## src/rtl/dma_irq_ctrl.sv

```systemverilog
module dma_irq_ctrl #(
  parameter int NUM_CH    = 16,
  parameter int GRP_W     = 4,
  parameter int QDONE_BIT = 2,
  parameter int REG_W     = 32
) (
  input  logic                      clk,
  input  logic                      rst_n,
  input  logic                      wr_en,
  input  logic [1:0]                wr_addr,
  input  logic [REG_W-1:0]          wr_data,
  input  logic [1:0]                rd_addr,
  output logic [REG_W-1:0]          rd_data,
  input  logic [NUM_CH*GRP_W-1:0]   evt_i,
  input  logic [NUM_CH-1:0]         chan_run,
  output logic                      irq_o
);
  localparam int TOT_W   = NUM_CH * GRP_W;
  localparam int NUM_REG = TOT_W / REG_W;

  logic [TOT_W-1:0] en_q, pend_q, clr_mask, run_gate, en_wdata, en_wmask;

  for (genvar ch = 0; ch < NUM_CH; ch++) begin : g_ch
    for (genvar k = 0; k < GRP_W; k++) begin : g_src
      if (k == QDONE_BIT) begin : g_q
        assign run_gate[ch*GRP_W+k] = chan_run[ch];
      end else begin : g_o
        assign run_gate[ch*GRP_W+k] = 1'b1;
      end
    end
  end

  for (genvar r = 0; r < NUM_REG; r++) begin : g_reg
    assign en_wmask[r*REG_W +: REG_W] = {REG_W{wr_en && wr_addr == 2'(r)}};
    assign en_wdata[r*REG_W +: REG_W] = wr_data;
    assign clr_mask[r*REG_W +: REG_W] =
      (wr_en && wr_addr == 2'(r + NUM_REG)) ? wr_data : '0;
  end

  always_ff @(posedge clk) begin
    if (!rst_n) begin
      en_q   <= '0;
      pend_q <= '0;
    end else begin
      en_q   <= (en_q & ~en_wmask) | (en_wdata & en_wmask);
      pend_q <= (pend_q & ~clr_mask) | (evt_i & en_q & run_gate);
    end
  end

  always_comb begin
    rd_data = '0;
    for (int r = 0; r < NUM_REG; r++) begin
      if (rd_addr == 2'(r))           rd_data = en_q[r*REG_W +: REG_W];
      if (rd_addr == 2'(r + NUM_REG)) rd_data = pend_q[r*REG_W +: REG_W];
    end
  end

  assign irq_o = |pend_q;
endmodule

```

## config.mk

```make
export PLATFORM = sky130hd
export DESIGN_NAME = dma_irq_ctrl
export DESIGN_NICKNAME = d
export VERILOG_FILES = /design/src/rtl/dma_irq_ctrl.sv
export SDC_FILE = /design/constraint.sdc
export NUM_CORES = 1
export LEC_CHECK = 0
export ABC_CLOCK_PERIOD_IN_PS = 3500
export BUFFER_PORTS_ARGS = -buffer_cell sky130_fd_sc_hd__buf_2
export CAP_MARGIN = 20
export CORE_MARGIN = 1
export CORE_UTILIZATION = 57
export DETAILED_ROUTE_END_ITERATION = 8
export PLACE_DENSITY = 0.84
export RECOVER_POWER = 100
export SKIP_LAST_GASP = 1
export SYNTH_ARGS = -nofsm -noshare
export SYNTH_HDL_FRONTEND = slang
export SYNTH_SLANG_ARGS = --single-unit
```

## constraint.sdc

```tcl
create_clock -name clk -period 3.5 [get_ports clk]
set_input_delay 0.525 -clock clk [delete_from_list [all_inputs] [get_ports clk]]
set_output_delay 0.525 -clock clk [all_outputs]
set_load 0.01 [all_outputs]
```

# --- Word-level counts from Yosys, hierarchy flattened ---
# Index checks and enable logic that the tools add are counted.
classes:
  n_addsub: 0
  shift: 0
  multipliers: 0
  div: 0
  bitwise_logic: 9
  eq_ne: 6
  n_reduce_logical: 7
  magnitude_cmp: 0
  mux: 6
op_table:
  columns: ["op", "count"]
  rows:
  - ["AND 64 bit", 5]
  - ["2-to-1 mux 32 bit", 6]
  - ["NOT 64 bit", 2]
  - ["bitwise OR 64 bit", 2]
  - ["OR reduction 64 bit", 1]
  - ["== test 2 bit (second input constant)", 4]
  - ["== test 2 x 1 -> 1 bit (second input constant)", 2]
  - ["logical AND 1 bit", 4]
  - ["zero test 2 bit", 2]
totals:
  latchBits: 0
  inputBits: 119
  romBits: 0
  mem_bits_rw: 0
  register_bits: 128
  mem_count: 0

# --- Longest topological paths before layout ---
# Gate-level depths: netlist (run 1).
depth:
  word_depth: 6
  depth_mapped: 6
  ltp_nobuf: 3

# --- Least setup slack after synthesis (run 1) ---
# No wires, ideal clock.
synth_path:
  path_type: "input-to-output"
  start: "input rd_addr[1]"
  end: "output rd_data[0]"
  slack_ns: 1.469
  path_stages: 3
  t_required_ns: 2.975
  arrival_time_ns: 1.506
  path_cell_list: "buf_4 buf_2 mux4_2"
synth_between:
  elab_chain_cells: 5
  word_cells_on_any_way: 8
synth_lines:
  columns: ["item", "line_no", "rtl"]
  rows:
  - ["from (decl)", "12", "input logic [1:0] rd_addr,"]
  - ["zero test 2 bit", "53", "if (rd_addr == 2'(r)) rd_data = en_q[r*REG_W +: REG_W];"]
  - ["2-to-1 mux 32 bit", "53", null]
  - ["2-to-1 mux 32 bit", "54", "if (rd_addr == 2'(r + NUM_REG)) rd_data = pend_q[r*REG_W +: REG_W];"]
  - ["2-to-1 mux 32 bit", "53", null]
  - ["2-to-1 mux 32 bit (*)", "54", null]
  - ["to (decl)", "13", "output logic [REG_W-1:0] rd_data,"]
# Every way passes the cells marked *; elsewhere a longest branch is shown, timed or not.

# --- Worst setup path in the final report (run 1) ---
layout_path:
  start: "input rd_addr[1]"
  end: "output rd_data[15]"
# Same word-level chain as after synthesis.

==> results of run 1 <==
worst reg2reg max path: stages (launching register included):
cell,delay [ns]
dfxtp_1,0.35
o21ai_0,0.10
a21boi_0,0.24
layer usage:
layer | vias to the layer above | track usage | share of wire | wire length, um
met1 | 2706 | 0.4076 | 0.37 | 6825
met5 | - | 0 | 0 | 0
met4 | 0 | 0.1952 | 0.042 | 775
li1 | 2593 | - | - | -
met3 | 83 | 0.08609 | 0.096 | 1760
met2 | 406 | 0.5747 | 0.49 | 9010
cell usage in the layout (no fill, tap or decap):
cell	netlist	final
o21ai_0	32	32
clkbuf_1	20	32
nor4_2	1	1
clkbuf_8	0	4
nand2_2	10	10
nand2_1	142	142
clkbuf_2	0	1
clkinv_2	0	2
nand3b_1	2	2
bufinv_16	0	3
clkinvlp_4	0	4
clkinv_4	0	1
nor4_1	15	15
or3b_1	1	1
inv_1	32	32
buf_12	0	1
a32oi_1	8	8
and3b_1	1	1
mux4_2	31	31
a22oi_1	24	24
nor3b_4	0	1
or4_1	1	1
dfxtp_1	128	128
clkbuf_16	0	16
nand3_1	8	8
inv_6	0	2
a21boi_0	47	96
nor2b_1	32	32
nand4_1	36	36
mux4_1	1	1
buf_4	9	12
buf_2	15	121
cell type report:
cell class / instances / area [um^2] / area share
well taps: 136 / 170.2 / 0.02304
multi-input cells: 442 / 3082 / 0.4172
repair buffers: 167 / 840.8 / 0.1138
clock inverters: 12 / 156.4 / 0.02117
inverters: 32 / 120.1 / 0.01626
flip-flops and latches: 128 / 2562 / 0.3469
clock buffers: 20 / 455.4 / 0.06165
per-stage QoR:
step             util  hold slack [ns]  cells  power (mW)
6_report       0.7188           0.2600    937       3.698
2_1_floorplan       -           0.4438    653       1.752
4_1_cts        0.7234           0.2523    937       3.702
3_3_place_gp   0.6639           0.4520    905       1.900
3_5_place_dp   0.6639           0.4654    905       1.913
5_1_grt        0.7188           0.2713    937       3.801
kinds of logic (layout without fill, tap and decap cells):
logic type / count (synthesis) / after routing / share of synthesized area
compound gates: 160 / 160 / 0.1875
buf+inv: 83 / 231 / 0.06534
flops: 128 / 128 / 0.4248
mux: 32 / 32 / 0.1201
simple gates: 250 / 250 / 0.2022
path summary, 6_finish.rpt:
kind / start / endpoint / slack [ns] / cells past startpoint
setup / recovery: rd_addr[1] / rd_data[15] / 0.51 / 4
hold / removal: evt_i[25] / pend_q[25]$_SDFF_PN0_ / 0.26 / 3
setup reg to reg: pend_q[28]$_SDFF_PN0_ / pend_q[28]$_SDFF_PN0_ / 2.70 / 2
hold reg to reg: flip-flop / flip-flop / 0.49 / 2
power by group through the flow:
stage	Clock [mW]	Combinational, mW	Sequential [mW]
after global placement	0	0.341	1.56
after CTS	1.81	0.356	1.53
after detailed placement	0	0.351	1.56
final	1.81	0.355	1.53
after global routing	1.88	0.382	1.54
after floorplan	0	0.204	1.55
==> flow_summary.yaml, run 1 <==
outcome:
  status: "complete, but fails checks"
  violations: "max-capacitance violations, max-slew violations"
timing:
  setup_viol: 0
  slew_headroom: -0.3050
  max_freq_mhz: 334.0
  slew_viol_final: 129
  fin_skew_ns: 0.005184
  rsz0062_at_grt: "no"
  fin_tns_setup_ns: 0
  finalCritPeriodShare: 0.8554
  period_minus_slack_ns: 2.994
  setup_slack_ns: 0.5060
  worst_pin_slew_ns: 1.957
  final-hold-violation-count: 0
worst_setup_path:
  critPathTopFamily: "buffers and inverters"
  path_buf_inv: 3
  startpoint_type: "primary input"
  arrival_ns: 2.47
  end_kind: "output pin"
  cp.required_ns: 2.97
  cp_max_fo: 16
  critPathKind: "primary input to output pin"
  path_cells: "buf_2 > clkbuf_1 > mux4_1 > buf_2"
  max_stage_delay_ns: 0.98
  cp_slowest_cell: "clkbuf_1"
  crit_top_cell: "buf_2"
routing:
  via_count: 5788
  wl_per_cell_um: 19.61
  drtAntennaViolNets: 0
  first_pass_iters: 7
  viasPerCell: 6.177
  drc: 0
  drt-initial-drc-count: 532
  wl_um: 18370
worst_hold_path:
  hp-class: "primary input to flip-flop"
clock_network:
  cts_resized: 0
  cts_tree: "yes"
  clk_pin_slew_ns: 0.06
  cts_sinks: 128
  cts_buffers: 17
  clk_latency_ns: 0.52
  cts_setup_buffers: 0
  hold_buffers: 0
  clk_path_buf_depth: 2
  clockRootBuffer: "clkbuf_8"
  htreeDepth: 4
logic_synthesis:
  syn_nets: 772
  ys_seq_area_frac: 0.4248
  synth_top_area_cell: "dfxtp_1"
  syn-instance-count: 653
  synth.avg_cell_area_um2: 9.237
  ys.flop_type: "dfxtp_1"
  synthDistinctLibCells: 26
  synth_common_cells: "nand2_1, dfxtp_1, a21boi_1"
  synthTopCellsByArea: "dfxtp_1, mux4_2, nand2_1"
  synth_seq_cells: 128
  synth.most_common_cell: "nand2_1"
  ys_warn_count: 0
  syn_area_um2: 6032
  async_reset_ff_frac: 0
  synth.top_cell.area_share: 0.4248
  synth_edf_count: 0
final_layout:
  fillers: 762
  fin_nets: 907
  n_antenna_cell: 0
  drive_above_1_share: 0.2622
  area_delta_synth_final_pct: 22.46
  finalInstanceArea_um2: 7387
floorplan:
  die_w_um: 104.9
  rows: 37
  pin_count: 152
  start_util: 0.5869
  coreArea_um2: 10280
  die_y_um: 104.9
  die_area_um2: 11000
pwr:
  switching_power_mw: 0.8981
  p_int_mw: 2.800
  vdd_drop_max_uv: 312.7
  p_comb_frac: 0.096
  swShare: 0.2429
  power.share.sequential: 0.415
  power_frac_clock: 0.489
  powerDensity_nw_per_um2: 500.5
  leakagePower_nw: 2.783
placement:
  gp_congestion: 0.8801
  hpwl_um: 12370
  placed_area_um2: 6823
  dp_slack_ns: 1.038
  port_buffers: 151
grt:
  grt-ovfl-total: 0
  grt_pass1_wl_um: 29530
  antenna_found_initial: 0
  grt_pass1_vias: 6096
  grt_max_degree: 129
  globalRouteTotalUtil: 0.3456
run:
  maxCapViolations: 1
No activity file was read; power rests on OpenSTA's default activity.
==> run 2: changes to the inputs <==
--- a/config.mk
+++ b/config.mk
@@ -11,6 +11,7 @@
 export CORE_MARGIN = 1
 export CORE_UTILIZATION = 57
 export DETAILED_ROUTE_END_ITERATION = 8
+export GPL_TIMING_DRIVEN = 0
 export PLACE_DENSITY = 0.84
 export RECOVER_POWER = 100
 export SKIP_LAST_GASP = 1
==> constraint.sdc (replaced) <==
create_clock -name clk -period 3.5 [get_ports clk]
set_input_delay 0.175 -clock clk [delete_from_list [all_inputs] [get_ports clk]]
set_output_delay 0.175 -clock clk [all_outputs]
set_load 0.01 [all_outputs]
==> run 2 against run 1 <==
The flow now finishes without violations. Register-to-register slack worse by 0.53 ns. Critical path depth increased by 1. Global-route usage up 11 points. Clock skew barely moved. Clock power up 4%. Count of clock-buffer cells in the layout shrank 1. Non-clock buffer count is 141 higher. Fmax increased by 7.5%. Routed wire length increased by 32%. Power up 5.3%. Largest cell class unchanged.
==> flow_summary.yaml, run 2 (synthesis results as in run 1) <==
placement:
  placed_area_um2: 6928
  port_buffers: 145
  gp_congestion: 0.9294
  hpwl_um: 13770
outcome:
  status: "finished, final reports clean"
pwr:
  vdd_drop_max_uv: 314.3
  powerDensity_nw_per_um2: 453.3
  p_comb_frac: 0.124
  power_frac_clock: 0.482
  leakagePower_nw: 3.198
  switching_power_mw: 0.9918
  p_int_mw: 2.903
  power.share.sequential: 0.394
  swShare: 0.2546
timing:
  fin_skew_ns: 0.005257
  rsz0062_at_grt: "no"
  fin_tns_setup_ns: 0
  whs_ns: 0.05174
  final-hold-violation-count: 0
  setup_viol: 0
  slew_headroom: 0.3289
  period_minus_slack_ns: 2.784
  max_freq_mhz: 359.2
  finalCritPeriodShare: 0.7955
  worst_pin_slew_ns: 1.007
  slew_viol_final: 0
final_layout:
  final_cell_mix: "nand2_1, dfxtp_1, buf_2"
  final_common_cell: "nand2_1"
  finalInstanceArea_um2: 8592
  fillers: 564
  fin_util: 0.8360
  drive_above_1_share: 0.2113
  n_antenna_cell: 0
  fin_nets: 1048
  area_delta_synth_final_pct: 42.44
grt:
  grt_max_degree: 17
  grt-ovfl-total: 0
  grt_pass1_wl_um: 37270
  globalRouteTotalUtil: 0.4506
  antenna_found_initial: 0
  grt_pass1_vias: 7281
routing:
  viasPerCell: 6.494
  drt-initial-drc-count: 879
  wl_per_cell_um: 22.47
  wl_met1_um: 7961
  top_layer: "met4"
  wl_um: 24220
  via_count: 7001
  wl_met3_um: 3230
  wl_met2_um: 11300
  drc: 0
  drtAntennaViolNets: 0
  first_pass_iters: 6
clock_network:
  htreeDepth: 4
  cts_buffers: 17
  cts_sinks: 128
  cts_resized: 0
  clk_pin_slew_ns: 0.06
  clockRootBuffer: "clkbuf_8"
  clk_latency_ns: 0.55
  hold_buffers: 112
  cts_setup_buffers: 0
  cts_tree: "yes"
  clk_path_buf_depth: 2
worst_setup_path:
  path_cells: "clkbuf_1 > clkbuf_1 > clkbuf_1 > mux4_2 > clkbuf_1"
  critPathKind: "primary input to output pin"
  end_kind: "output pin"
  cp_slowest_cell: "clkbuf_1"
  arrival_ns: 2.61
  crit_top_cell: "clkbuf_1"
  critPathTopFamily: "buffers and inverters"
  max_stage_delay_ns: 0.72
  cp.required_ns: 3.32
  startpoint_type: "primary input"
  path_buf_inv: 4
  cp_max_fo: 10
floorplan:
  coreArea_um2: 10280
  rows: 37
  die_area_um2: 11000
  pin_count: 152
  start_util: 0.5869
  die_w_um: 104.9
  die_y_um: 104.9
run:
  maxCapViolations: 0
worst_hold_path:
  hp-class: "primary input to flip-flop"
==> run 2: changes by cell type in the layout (fill, tap and decap cells not counted), sizes merged <==
cell / change
buf: -8
bufinv: +1
clkbuf: +36
clkinvlp: +2
dlygate4sd3: +112
inv: -2
==> run 2: per-layer routing <==
layer,vias to the layer above,track usage
met4,0,0.3189
li1,2874,-
met2,643,0.7157
met1,3284,0.5123
met5,-,0
met3,200,0.1466
==> run 2: worst register-to-register path: stages (launching register included) <==
cell	delay, ns
dfxtp_1	0.38
nand3_1	0.08
dlygate4sd3_1	0.56
a21boi_0	0.22
==> run 2: power groups by stage <==
| stage | logic [mW] | clock network, mW | registers [mW] |
|---|---|---|---|
| final | 0.482 | 1.88 | 1.53 |
| after floorplan | 0.204 | 0 | 1.55 |
| after detailed placement | 0.371 | 0 | 1.56 |
| after global placement | 0.362 | 0 | 1.56 |
| after global routing | 0.504 | 1.92 | 1.54 |
| after CTS | 0.461 | 1.85 | 1.53 |
==> run 2: cell type report <==
class | instances | area (um^2) | share of cell area
buffer | 51 | 242.7 | 0.02825
clock buffer | 19 | 431.7 | 0.05024
clock inverter | 13 | 187.7 | 0.02184
inverter | 32 | 120.1 | 0.01398
multi-input combinational | 442 | 3070 | 0.3574
sequential | 128 | 2562 | 0.2982
tap | 136 | 170.2 | 0.01980
timing repair buffer | 257 | 1807 | 0.2103
==> run 2: worst paths after layout <==
kind,from,end,slack (ns),cells past startpoint
max,rd_addr[1],rd_data[21],0.72,5
min,wr_addr[1],pend_q[32]$_SDFF_PN0_,0.05,4
max reg2reg,flip-flop,pend_q[6]$_SDFF_PN0_,2.17,3
min reg2reg,flip-flop,flip-flop,0.47,2
==> run 2: metrics by stage <==
step                      power (mW)  std cells  setup slack, ns
after floorplan                1.752        653            2.100
after global placement         1.919        934            1.601
after detailed placement       1.930        934            1.616
after CTS                      3.835       1078            1.028
after global routing           3.958       1078           0.6699
final                          3.895       1078           0.7159
